## src/rtl/sbram_burst_ctrl.sv

```systemverilog
`timescale 1ns/1ps
module sbram_burst_ctrl #(
  parameter int AW       = 6,
  parameter int LANES    = 2,
  parameter int LW       = 9,
  parameter int WAKE_CYC = 2
) (
  input  logic                clk,
  input  logic                rst_n,
  input  logic                sleep,
  input  logic                lin_mode,
  input  logic                oe_n,
  input  logic                sel_a_n,
  input  logic                sel_b,
  input  logic                sel_c_n,
  input  logic                cpu_stb_n,
  input  logic                ctl_stb_n,
  input  logic                adv_n,
  input  logic                all_wr_n,
  input  logic                byte_wr_n,
  input  logic [LANES-1:0]    lane_wr_n,
  input  logic [AW-1:0]       addr,
  input  logic [LANES*LW-1:0] wdata,
  output logic [LANES*LW-1:0] rdata,
  output logic                dq_oe,
  output logic                strobe_err
);
  localparam int DW    = LANES * LW;
  localparam int DEPTH = 1 << AW;
  localparam int WW    = $clog2(WAKE_CYC + 1);

  logic [DW-1:0]    mem [DEPTH];
  logic [AW-1:0]    base_q;
  logic [1:0]       cnt_q;
  logic             active_q;
  logic [WW-1:0]    wake_q;
  logic [AW-1:0]    pw_addr_q;
  logic [DW-1:0]    pw_data_q;
  logic [LANES-1:0] pw_mask_q;
  logic [DW-1:0]    st1_q, rdata_q;
  logic             rd1_q, outv_q, err_q;

  logic             awake, all_sel, cpu_go, strobe, start, desel, cont, access;
  logic             do_wr, do_rd;
  logic [LANES-1:0] wr_mask, eff_mask;
  logic [1:0]       cnt_nx, low;
  logic [AW-1:0]    base_nx, acc_addr;
  logic [DW-1:0]    rword;

  assign awake   = !sleep && (wake_q == '0);
  assign all_sel = !sel_a_n && sel_b && !sel_c_n;
  assign cpu_go  = !cpu_stb_n && !sel_a_n;
  assign strobe  = cpu_go || !ctl_stb_n;
  assign start   = awake && strobe && all_sel;
  assign desel   = awake && strobe && !all_sel;
  assign cont    = awake && !strobe && active_q;
  assign access  = start || cont;

  assign wr_mask  = !all_wr_n ? '1 : (!byte_wr_n ? ~lane_wr_n : '0);
  assign eff_mask = (start && cpu_go) ? '0 : wr_mask;
  assign do_wr    = access && (eff_mask != '0);
  assign do_rd    = access && (eff_mask == '0);

  assign base_nx  = start ? addr : base_q;
  assign cnt_nx   = start ? 2'd0 : ((cont && !adv_n) ? cnt_q + 2'd1 : cnt_q);
  assign low      = lin_mode ? (base_nx[1:0] + cnt_nx) : (base_nx[1:0] ^ cnt_nx);
  assign acc_addr = {base_nx[AW-1:2], low};

  for (genvar l = 0; l < LANES; l++) begin : g_lane
    assign rword[l*LW +: LW] = (pw_mask_q[l] && pw_addr_q == acc_addr)
                             ? pw_data_q[l*LW +: LW] : mem[acc_addr][l*LW +: LW];
  end

  always_ff @(posedge clk) begin
    for (int l = 0; l < LANES; l++)
      if (pw_mask_q[l]) mem[pw_addr_q][l*LW +: LW] <= pw_data_q[l*LW +: LW];
  end

  always_ff @(posedge clk or negedge rst_n) begin
    if (!rst_n) begin
      base_q    <= '0;
      cnt_q     <= '0;
      active_q  <= 1'b0;
      wake_q    <= '0;
      pw_addr_q <= '0;
      pw_data_q <= '0;
      pw_mask_q <= '0;
      st1_q     <= '0;
      rdata_q   <= '0;
      rd1_q     <= 1'b0;
      outv_q    <= 1'b0;
      err_q     <= 1'b0;
    end else begin
      if (sleep)               wake_q <= WW'(WAKE_CYC);
      else if (wake_q != '0)   wake_q <= wake_q - WW'(1);
      err_q <= !sleep && (wake_q != '0) && (!cpu_stb_n || !ctl_stb_n);

      if (start)      active_q <= 1'b1;
      else if (desel) active_q <= 1'b0;
      if (access) begin
        base_q <= base_nx;
        cnt_q  <= cnt_nx;
      end

      pw_mask_q <= do_wr ? eff_mask : '0;
      if (do_wr) begin
        pw_addr_q <= acc_addr;
        pw_data_q <= wdata;
      end

      rd1_q <= do_rd;
      if (do_rd) st1_q <= rword;
      if (rd1_q) rdata_q <= st1_q;
      outv_q <= rd1_q && !do_wr && !desel && !sleep;
    end
  end

  assign rdata      = rdata_q;
  assign dq_oe      = outv_q && !oe_n && !sleep;
  assign strobe_err = err_q;
endmodule


```

## config.mk

```make
export PLATFORM = sky130hd
export DESIGN_NAME = sbram_burst_ctrl
export DESIGN_NICKNAME = d
export VERILOG_FILES = /design/src/rtl/sbram_burst_ctrl.sv
export SDC_FILE = /design/constraint.sdc
export NUM_CORES = 1
export LEC_CHECK = 0
export BUFFER_PORTS_ARGS = -buffer_cell sky130_fd_sc_hd__clkbuf_2
export CELL_PAD_IN_SITES_DETAIL_PLACEMENT = 0
export CELL_PAD_IN_SITES_GLOBAL_PLACEMENT = 1
export CORE_ASPECT_RATIO = 1.1
export CORE_MARGIN = 4
export CORE_UTILIZATION = 49
export CTS_CLUSTER_SIZE = 8
export DETAILED_ROUTE_END_ITERATION = 6
export PLACE_DENSITY_LB_ADDON = 0.1
export SKIP_LAST_GASP = 1
export SYNTH_ARGS = -nofsm -noshare
export SYNTH_HDL_FRONTEND = slang
export SYNTH_SLANG_ARGS = --single-unit
export TNS_END_PERCENT = 50
```

## constraint.sdc

```tcl
create_clock -name clk -period 3.75 [get_ports clk]
set_input_delay 0.5625 -clock clk [delete_from_list [all_inputs] [get_ports clk]]
set_output_delay 0.5625 -clock clk [all_outputs]
set_load 0.005 [all_outputs]
```

==> flow_summary.json, run 1 <==
{
  "clk_pin_slew_ns": 0.05,
  "hold_depth": 2,
  "start_util_pct": 49.6,
  "worst_slack_ns": -0.555,
  "grt_pass1_vias": 29400,
  "route.detailed.drc": 0,
  "pre_cts_ws_ns": -1.41,
  "core-area_sq_um": 97600,
  "cts.sinks": 1228,
  "io_pins": 59,
  "r2r_slack_ns": -0.55,
  "setup_tns_ns": -9.00,
  "avgRoutedWirePerCell_microns": 28.1,
  "p_per_area_nw_per_um2": 773,
  "place_congestion": 0.834,
  "hold_ws_ns": 0.0507,
  "outcome": "finished with violations",
  "ctsHtreeMaxLevel": 4,
  "internal_power_mw": 30.9,
  "vias": 29200,
  "synthCells": 3035,
  "critPathCaptureType": "register",
  "clk_latency_ns": 0.77,
  "numPortBuffers": 58,
  "path_class": "register to register",
  "finClkSkew_ns": 0.0290,
  "p_leak_nw": 20.1,
  "critPathBufInv": 7,
  "violations": "negative setup slack",
  "drive_gt1_share_pct": 24.5,
  "setup_violations": 18,
  "synth-seq-cells": 1228,
  "rsz0062_at_grt": "yes",
  "antenna_found_initial": 8,
  "ys_seq_area_share_pct": 75.5,
  "critical-path-top-delay-family": "simple AND/OR/NAND/NOR gates",
  "max_stage_delay_ns": 0.48,
  "max_freq_mhz": 232,
  "critPathMaxFanout": 8,
  "totalPowerFinal_mw": 45.9,
  "p_sw_mw": 15.0,
  "track_usage_pct": 26.4,
  "numCtsBuffers": 171,
  "final_core_util_pct": 60.8,
  "syn_nets": 3076,
  "grt_max_degree": 66,
  "hold_viol_final": 0,
  "worstMarginPinSlew_ns": 1.10,
  "crit_chain": "inv_1 > ha_2 > nor2b_4 > nand4b_1 > or3_4 > a21oi_4 > ha_4 > a21bo_2 > nor4_2 > nor4_4 > mux2i_4 > buf_12 > buf_16 > buf_12 > buf_16 > buf_4 > nand2_1 > o21ai_0 > o31ai_1 > o31ai_1 > buf_4 > and4_1",
  "period_needed_ns": 4.30,
  "drt_iter0_markers": 3019,
  "critical_path.slowest_cell": "o31ai_1",
  "first_pass_iters": 6,
  "overflow": 0,
  "fin_crit_sh_pct": 115,
  "power_switching_share_pct": 32.7,
  "fillerInstances": 7173,
  "async_flop_share_pct": 6.19,
  "cp.required_ns": 4.39,
  "p_clk_share_pct": 30.8,
  "nNetsFinal": 3530,
  "dpl.hpwl_microns": 86300,
  "slew_violations": 0,
  "clock_path_buffers": 3,
  "avgViaCountPerCell": 5.97,
  "synth.avg_cell_area_sq_um": 15.9,
  "placementRows": 120,
  "die_h_microns": 337,
  "ys_types": 57,
  "cap_violations": 0,
  "synth_edf_count": 1152,
  "die_area_sq_um": 104000,
  "synth.largest_area_cell": "edfxtp_1",
  "drtAntennaViolNets": 0,
  "ys_top_cells_by_area": "edfxtp_1, dfrtp_1, mux4_2",
  "r2r_cells": 22,
  "clockRootBuffer": "clkbuf_16",
  "hp-start": "wdata[3]",
  "slew_headroom_pct": 26.8,
  "synth_area_sq_um": 48400,
  "comb_power_share_pct": 32.6,
  "area_growth_pct": 22.8,
  "min_path_type": "input pin to register",
  "p_seq_share_pct": 36.7,
  "cts_tree": "done",
  "rr_endpoint": "st1_q[8]",
  "grt_pass1_wl_microns": 198000,
  "startpoint_type": "register",
  "r2r-start": "wake_q[0]",
  "holdPathEnd": "pw_data_q[3]",
  "synth_ff_type": "edfxtp_1",
  "routed_wl_microns": 137000,
  "ys.warnings.count": 0,
  "synth_top_area_share_pct": 71.5,
  "cp_data_arrival_time_ns": 4.94,
  "vdd_drop_max_mv": 0.467,
  "die_w_microns": 308
}
## worst max path at each step
stage,to,startpoint,cells after the start
final,st1_q[8],wake_q[0],22
after global routing,st1_q[9],wake_q[0],22
after CTS,st1_q[8],wake_q[0],22
after detailed placement,st1_q[11],sleep,19
after global placement,st1_q[11],sleep,19
after floorplan,st1_q[10],wake_q[0],20
## power groups by stage
stage	clock network [mW]	registers (mW)	logic, mW
final	14.1	16.8	15.0
after global routing	15.0	16.8	15.9
after floorplan	0	16.9	7.06
after global placement	0	17.0	12.6
after detailed placement	0	17.1	12.7
after CTS	14.3	16.8	14.6
## state kept, by name, summed over array words and instances, names as in the netlist
register,flops
rd1_q,1
wake_q,2
pw_data_q,18
mem,1152
strobe_err,1
pw_mask_q,2
active_q,1
outv_q,1
cnt_q,2
base_q,6
rdata,18
st1_q,18
pw_addr_q,6
## metal layers
| metal | global-route usage (%) | share of wire [%] | vias up |
|---|---|---|---|
| met5 | 0 | 0 | - |
| met1 | 36.4 | 42 | 14900 |
| met2 | 42.4 | 48 | 1132 |
| li1 | - | - | 12900 |
| met3 | 5.72 | 7.6 | 227 |
| met4 | 8.56 | 2.8 | 0 |
## cell families after synthesis
logic type | Yosys count | synth area share [%]
and+or+nand+nor | 687 | 6.61
AOI/OAI and AO/OA | 640 | 8.55
adders and majority gates | 2 | 0.0517
xor gates and xnor gates | 6 | 0.109
DFF | 1228 | 75.5
muxes | 260 | 7.38
buffers and inverters | 212 | 1.83
## worst reg2reg max path, stage by stage (launching register included)
cell and delay, ns:
dfrtp_1 0.37, inv_1 0.06, ha_2 0.17, nor2b_4 0.14, nand4b_1 0.15, or3_4 0.44, a21oi_4 0.15, ha_4 0.17
a21bo_2 0.13, nor4_2 0.05, nor4_4 0.32, mux2i_4 0.16, buf_12 0.18, buf_16 0.16, buf_12 0.15, buf_16 0.14
buf_4 0.14, nand2_1 0.05, o21ai_0 0.11, o31ai_1 0.48, o31ai_1 0.12, buf_4 0.17, and4_1 0.19
## cells in the final DEF (no fill, tap or decap), drive strengths merged, types with 5 or more instances in the layout
cell type       n
nand3b          8
dfrtp          76
a211oi         18
a31oi          96
nand4          25
and2            5
nor2b           7
o22ai          18
buf           412
o41ai          18
and4           18
mux2i         150
dlygate4sd3     8
a22o           18
nor3           20
a21oi         148
mux2           38
a22oi          36
inv            16
a21o           73
nand3         200
o21ai          83
o31ai          38
mux4           72
nor2          151
nor4            5
o211ai         90
clkbuf        336
xnor2           5
edfxtp       1152
nand2         230
clkinv          6
## area by class of cell
cell class / count / area [sq um] / share of cell area [%]
Sequential cell: 1228 / 36500 / 61.5
Multi-Input combinational cell: 1595 / 11600 / 19.5
Timing Repair Buffer: 485 / 4750 / 8.00
Clock buffer: 275 / 4710 / 7.94
Tap cell: 1281 / 1600 / 2.70
Clock inverter: 14 / 183 / 0.308
Inverter: 8 / 30.0 / 0.0506
Antenna cell: 1 / 2.50 / 0.00421
## repair_timing
action | in CTS | in global routing
buffers inserted | 66 | 18
hold buffers | 8 | 0
resized for setup | 121 | 44
gates cloned | 13 | 5
pin swaps | 64 | 21
setup endpoints to repair | 18 | 18
hold endpoints to repair | 50 | 0
## Yosys cell counts, drive strengths merged, types with 36 or more instances
master     n
mux4      72
mux2i    150
a21oi    148
nor2     151
buf       73
o31ai     38
a31oi     96
edfxtp  1152
mux2      38
nand3    200
a22oi     36
dfrtp     76
clkbuf   131
nand2    230
a21o      73
o211ai    90
o21ai     83
## stage by stage
stage / cell area, sq um / instances
finish: 59400 / 4887
global placement: 52600 / 4496
floorplan: 48500 / 3035
CTS: 59100 / 4869
global route: 59400 / 4887
detailed placement: 52600 / 4496
Note: power is estimated with default switching activity, not from simulation.
==> run 2, diff against run 1 <==
--- a/config.mk
+++ b/config.mk
@@ -5,15 +5,16 @@
 export SDC_FILE = /design/constraint.sdc
 export NUM_CORES = 1
 export LEC_CHECK = 0
+export ABC_AREA = 1
 export BUFFER_PORTS_ARGS = -buffer_cell sky130_fd_sc_hd__clkbuf_2
 export CELL_PAD_IN_SITES_DETAIL_PLACEMENT = 0
 export CELL_PAD_IN_SITES_GLOBAL_PLACEMENT = 1
 export CORE_ASPECT_RATIO = 1.1
-export CORE_MARGIN = 4
-export CORE_UTILIZATION = 49
+export CORE_UTILIZATION = 48
 export CTS_CLUSTER_SIZE = 8
 export DETAILED_ROUTE_END_ITERATION = 6
 export PLACE_DENSITY_LB_ADDON = 0.1
+export RECOVER_POWER = 50
 export SKIP_LAST_GASP = 1
 export SYNTH_ARGS = -nofsm -noshare
 export SYNTH_HDL_FRONTEND = slang
==> run 2 against run 1 <==
  * The flow finishes with violations (max-capacitance violations, max-slew violations)
  * Wire length is 2.9% higher
  * Register-to-register slack better by 0.76 ns
  * Count of clock-buffer cells in the layout is 40 lower
  * Cell count grew 9.2%
  * Fmax rose by 21%
  * Clock power hardly changed
  * Hold slack lost 0.0092 ns
  * Global-route usage rose by 0.15 points
  * Combinational power increased by 11%
  * Critical path depth up 2
  * Clock skew shrank 0.0077 ns
  * Via count up 6.6%
  * Critical path type unchanged
==> flow_summary.json, run 2 <==
{
  "cp_data_arrival_time_ns": 4.18,
  "io_pins": 59,
  "dp.cells": 5089,
  "vias": 31100,
  "numPortBuffers": 58,
  "die_h_microns": 343,
  "largest-register": "mem",
  "numCtsBuffers": 171,
  "antenna_found_initial": 2,
  "r2r-start": "wake_q[0]",
  "critPathMaxFanout": 10,
  "first_pass_iters": 6,
  "finalInstanceArea_sq_um": 59500,
  "layout_common_cells": "edfxtp_1, nand3_1, mux2i_1",
  "avgViaCountPerCell": 5.83,
  "placementRows": 124,
  "cap_violations": 1,
  "die_area_sq_um": 107000,
  "core-area_sq_um": 104000,
  "hold_viol_final": 0,
  "outcome": "finished with violations",
  "setup_violations": 0,
  "p_leak_nw": 20.5,
  "nNetsFinal": 3923,
  "worstMarginPinSlew_ns": 1.56,
  "routed_wl_microns": 141000,
  "dpl.hpwl_microns": 88500,
  "drt_iter0_markers": 3024,
  "final_core_util_pct": 57.0,
  "violations": "max-capacitance violations, max-slew violations",
  "syn_nets": 3660,
  "largest_reg_flops": 1152,
  "cp.required_ns": 4.38,
  "cts_tree": "done",
  "final_cells": 5339,
  "synthCells": 3619,
  "synth_ff_type": "edfxtp_1",
  "postPlaceCellArea_sq_um": 54500,
  "max_freq_mhz": 282,
  "totalPowerFinal_mw": 48.2,
  "overflow": 0,
  "ys_types": 35,
  "route.detailed.drc": 0,
  "slew_headroom_pct": -3.74,
  "min_path_type": "input pin to register",
  "ys_top_cells_by_area": "edfxtp_1, mux2i_1, nand3_1",
  "rr_endpoint": "st1_q[9]",
  "fillerInstances": 8334,
  "drive_gt1_share_pct": 15.3,
  "place_congestion": 0.865,
  "ys.warnings.count": 0,
  "synth.largest_area_cell": "edfxtp_1",
  "post-synth-top-count-cell": "edfxtp_1",
  "cts.sinks": 1228,
  "ys_seq_area_share_pct": 71.8,
  "area_growth_pct": 17.0,
  "synth_top_area_share_pct": 68.0,
  "period_needed_ns": 3.55,
  "ctsHtreeMaxLevel": 4,
  "critPathCaptureType": "register",
  "track_usage_pct": 26.5,
  "r2r_slack_ns": 0.20,
  "synth-seq-cells": 1228,
  "synth_edf_count": 1152,
  "clock_path_buffers": 3,
  "rsz0062_at_grt": "yes",
  "hold_depth": 3,
  "holdPathEnd": "pw_data_q[0]",
  "final_common_cell": "edfxtp_1",
  "finClkSkew_ns": 0.0213,
  "synth_area_sq_um": 50800,
  "path_class": "register to register",
  "p_per_area_nw_per_um2": 810,
  "async_flop_share_pct": 6.19,
  "drtAntennaViolNets": 0,
  "fin_crit_sh_pct": 94.6,
  "grt_max_degree": 73,
  "vdd_drop_max_mv": 0.715,
  "grt_pass1_vias": 31700,
  "clk_latency_ns": 0.76,
  "avgRoutedWirePerCell_microns": 26.4,
  "clk_pin_slew_ns": 0.05,
  "startpoint_type": "register",
  "hp-start": "wdata[0]",
  "slew_violations": 58,
  "die_w_microns": 312,
  "start_util_pct": 48.7,
  "r2r_cells": 24,
  "synth.avg_cell_area_sq_um": 14.0,
  "ys_top_cells_by_count": "edfxtp_1, nand3_1, mux2i_1",
  "clockRootBuffer": "clkbuf_16",
  "grt_pass1_wl_microns": 209000
}
-- run 2: power breakdown --
part           internal [mW]  total [mW]  switching [mW]  leakage [nW]
sequential              16.9        17.8           0.926          11.2
combinational           5.91        16.6            10.7          7.09
clock                   8.40        13.8            5.38          2.28
total                   31.2        48.2            17.0          20.5
-- run 2: cell families after synthesis --
kind of cell / after synthesis / synth area share (%)
and+or+nand+nor: 1392 / 12.8
DFF: 1228 / 71.8
muxes: 594 / 11.7
buffers and inverters: 324 / 2.70
AOI/OAI and AO/OA: 75 / 0.824
xor gates and xnor gates: 4 / 0.0837
adders and majority gates: 2 / 0.0492
-- run 2: what timing repair did --
| action | 4_1_cts | 5_1_grt |
|---|---|---|
| hold endpoints to repair | 57 | 0 |
| setup endpoints to repair | 9 | 18 |
| gates cloned | 1 | 1 |
| gates resized for setup | 7 | 29 |
| buffers inserted | 0 | 2 |
| hold buffers | 2 | 0 |
| pin swaps | 0 | 2 |
-- run 2: stage by stage --
| step | setup TNS (ns) | setup WS [ns] | hold slack (ns) |
|---|---|---|---|
| global route | -0.0120 | -0.00831 | 0.0401 |
| CTS | 0 | 0.0153 | 0.00482 |
| detailed placement | -2.21 | -0.338 | 0.477 |
| finish | 0 | 0.204 | 0.0415 |
| floorplan | 0 | 0.559 | 0.267 |
| global placement | -3.73 | -0.437 | 0.457 |
-- run 2: routing by layer --
metal  wire [microns]  vias to the layer above  global-route usage [%]
li1                 -                    14100                       -
met2            70800                     1039                    45.2
met3             8160                      266                    4.00
met5                0                        -                       0
met1            57100                    15800                    34.3
met4             5170                        0                    10.4
-- run 2: area by class of cell --
class                           instances  area [sq um]  share of cell area, %
Sequential cell                      1228         36500                   61.4
Multi-Input combinational cell       2067         13100                   22.1
Clock buffer                          235          4630                   7.77
Timing Repair Buffer                  340          3120                   5.25
Tap cell                             1386          1730                   2.91
Inverter                               74           283                  0.475
Clock inverter                          8          88.8                  0.149
Antenna cell                            1          2.50                0.00421
-- run 2: how the worst max path moves through the flow --
stage / startpoint / endpoint
5_1_grt: wake_q[0] / st1_q[14]
6_report: wake_q[0] / st1_q[9]
3_3_place_gp: ctl_stb_n / st1_q[15]
4_1_cts: wake_q[0] / st1_q[15]
3_5_place_dp: ctl_stb_n / st1_q[15]
2_1_floorplan: sel_a_n / st1_q[6]
-- run 2: worst max-delay path: stages, from the launching register on --
cell	delay [ns]
dfrtp_1	0.35
inv_1	0.08
ha_2	0.21
nand3_1	0.11
inv_1	0.08
nand3_2	0.09
xor2_2	0.17
nor2_2	0.16
ha_4	0.14
nand2_1	0.07
inv_1	0.06
nand3_1	0.11
buf_4	0.16
nand3_4	0.17
nand2_8	0.15
buf_4	0.19
inv_4	0.12
buf_4	0.19
nand2_1	0.06
nand3_1	0.11
nand3_1	0.15
nand3_1	0.11
nand3_1	0.15
nand3_1	0.15
a21oi_1	0.07
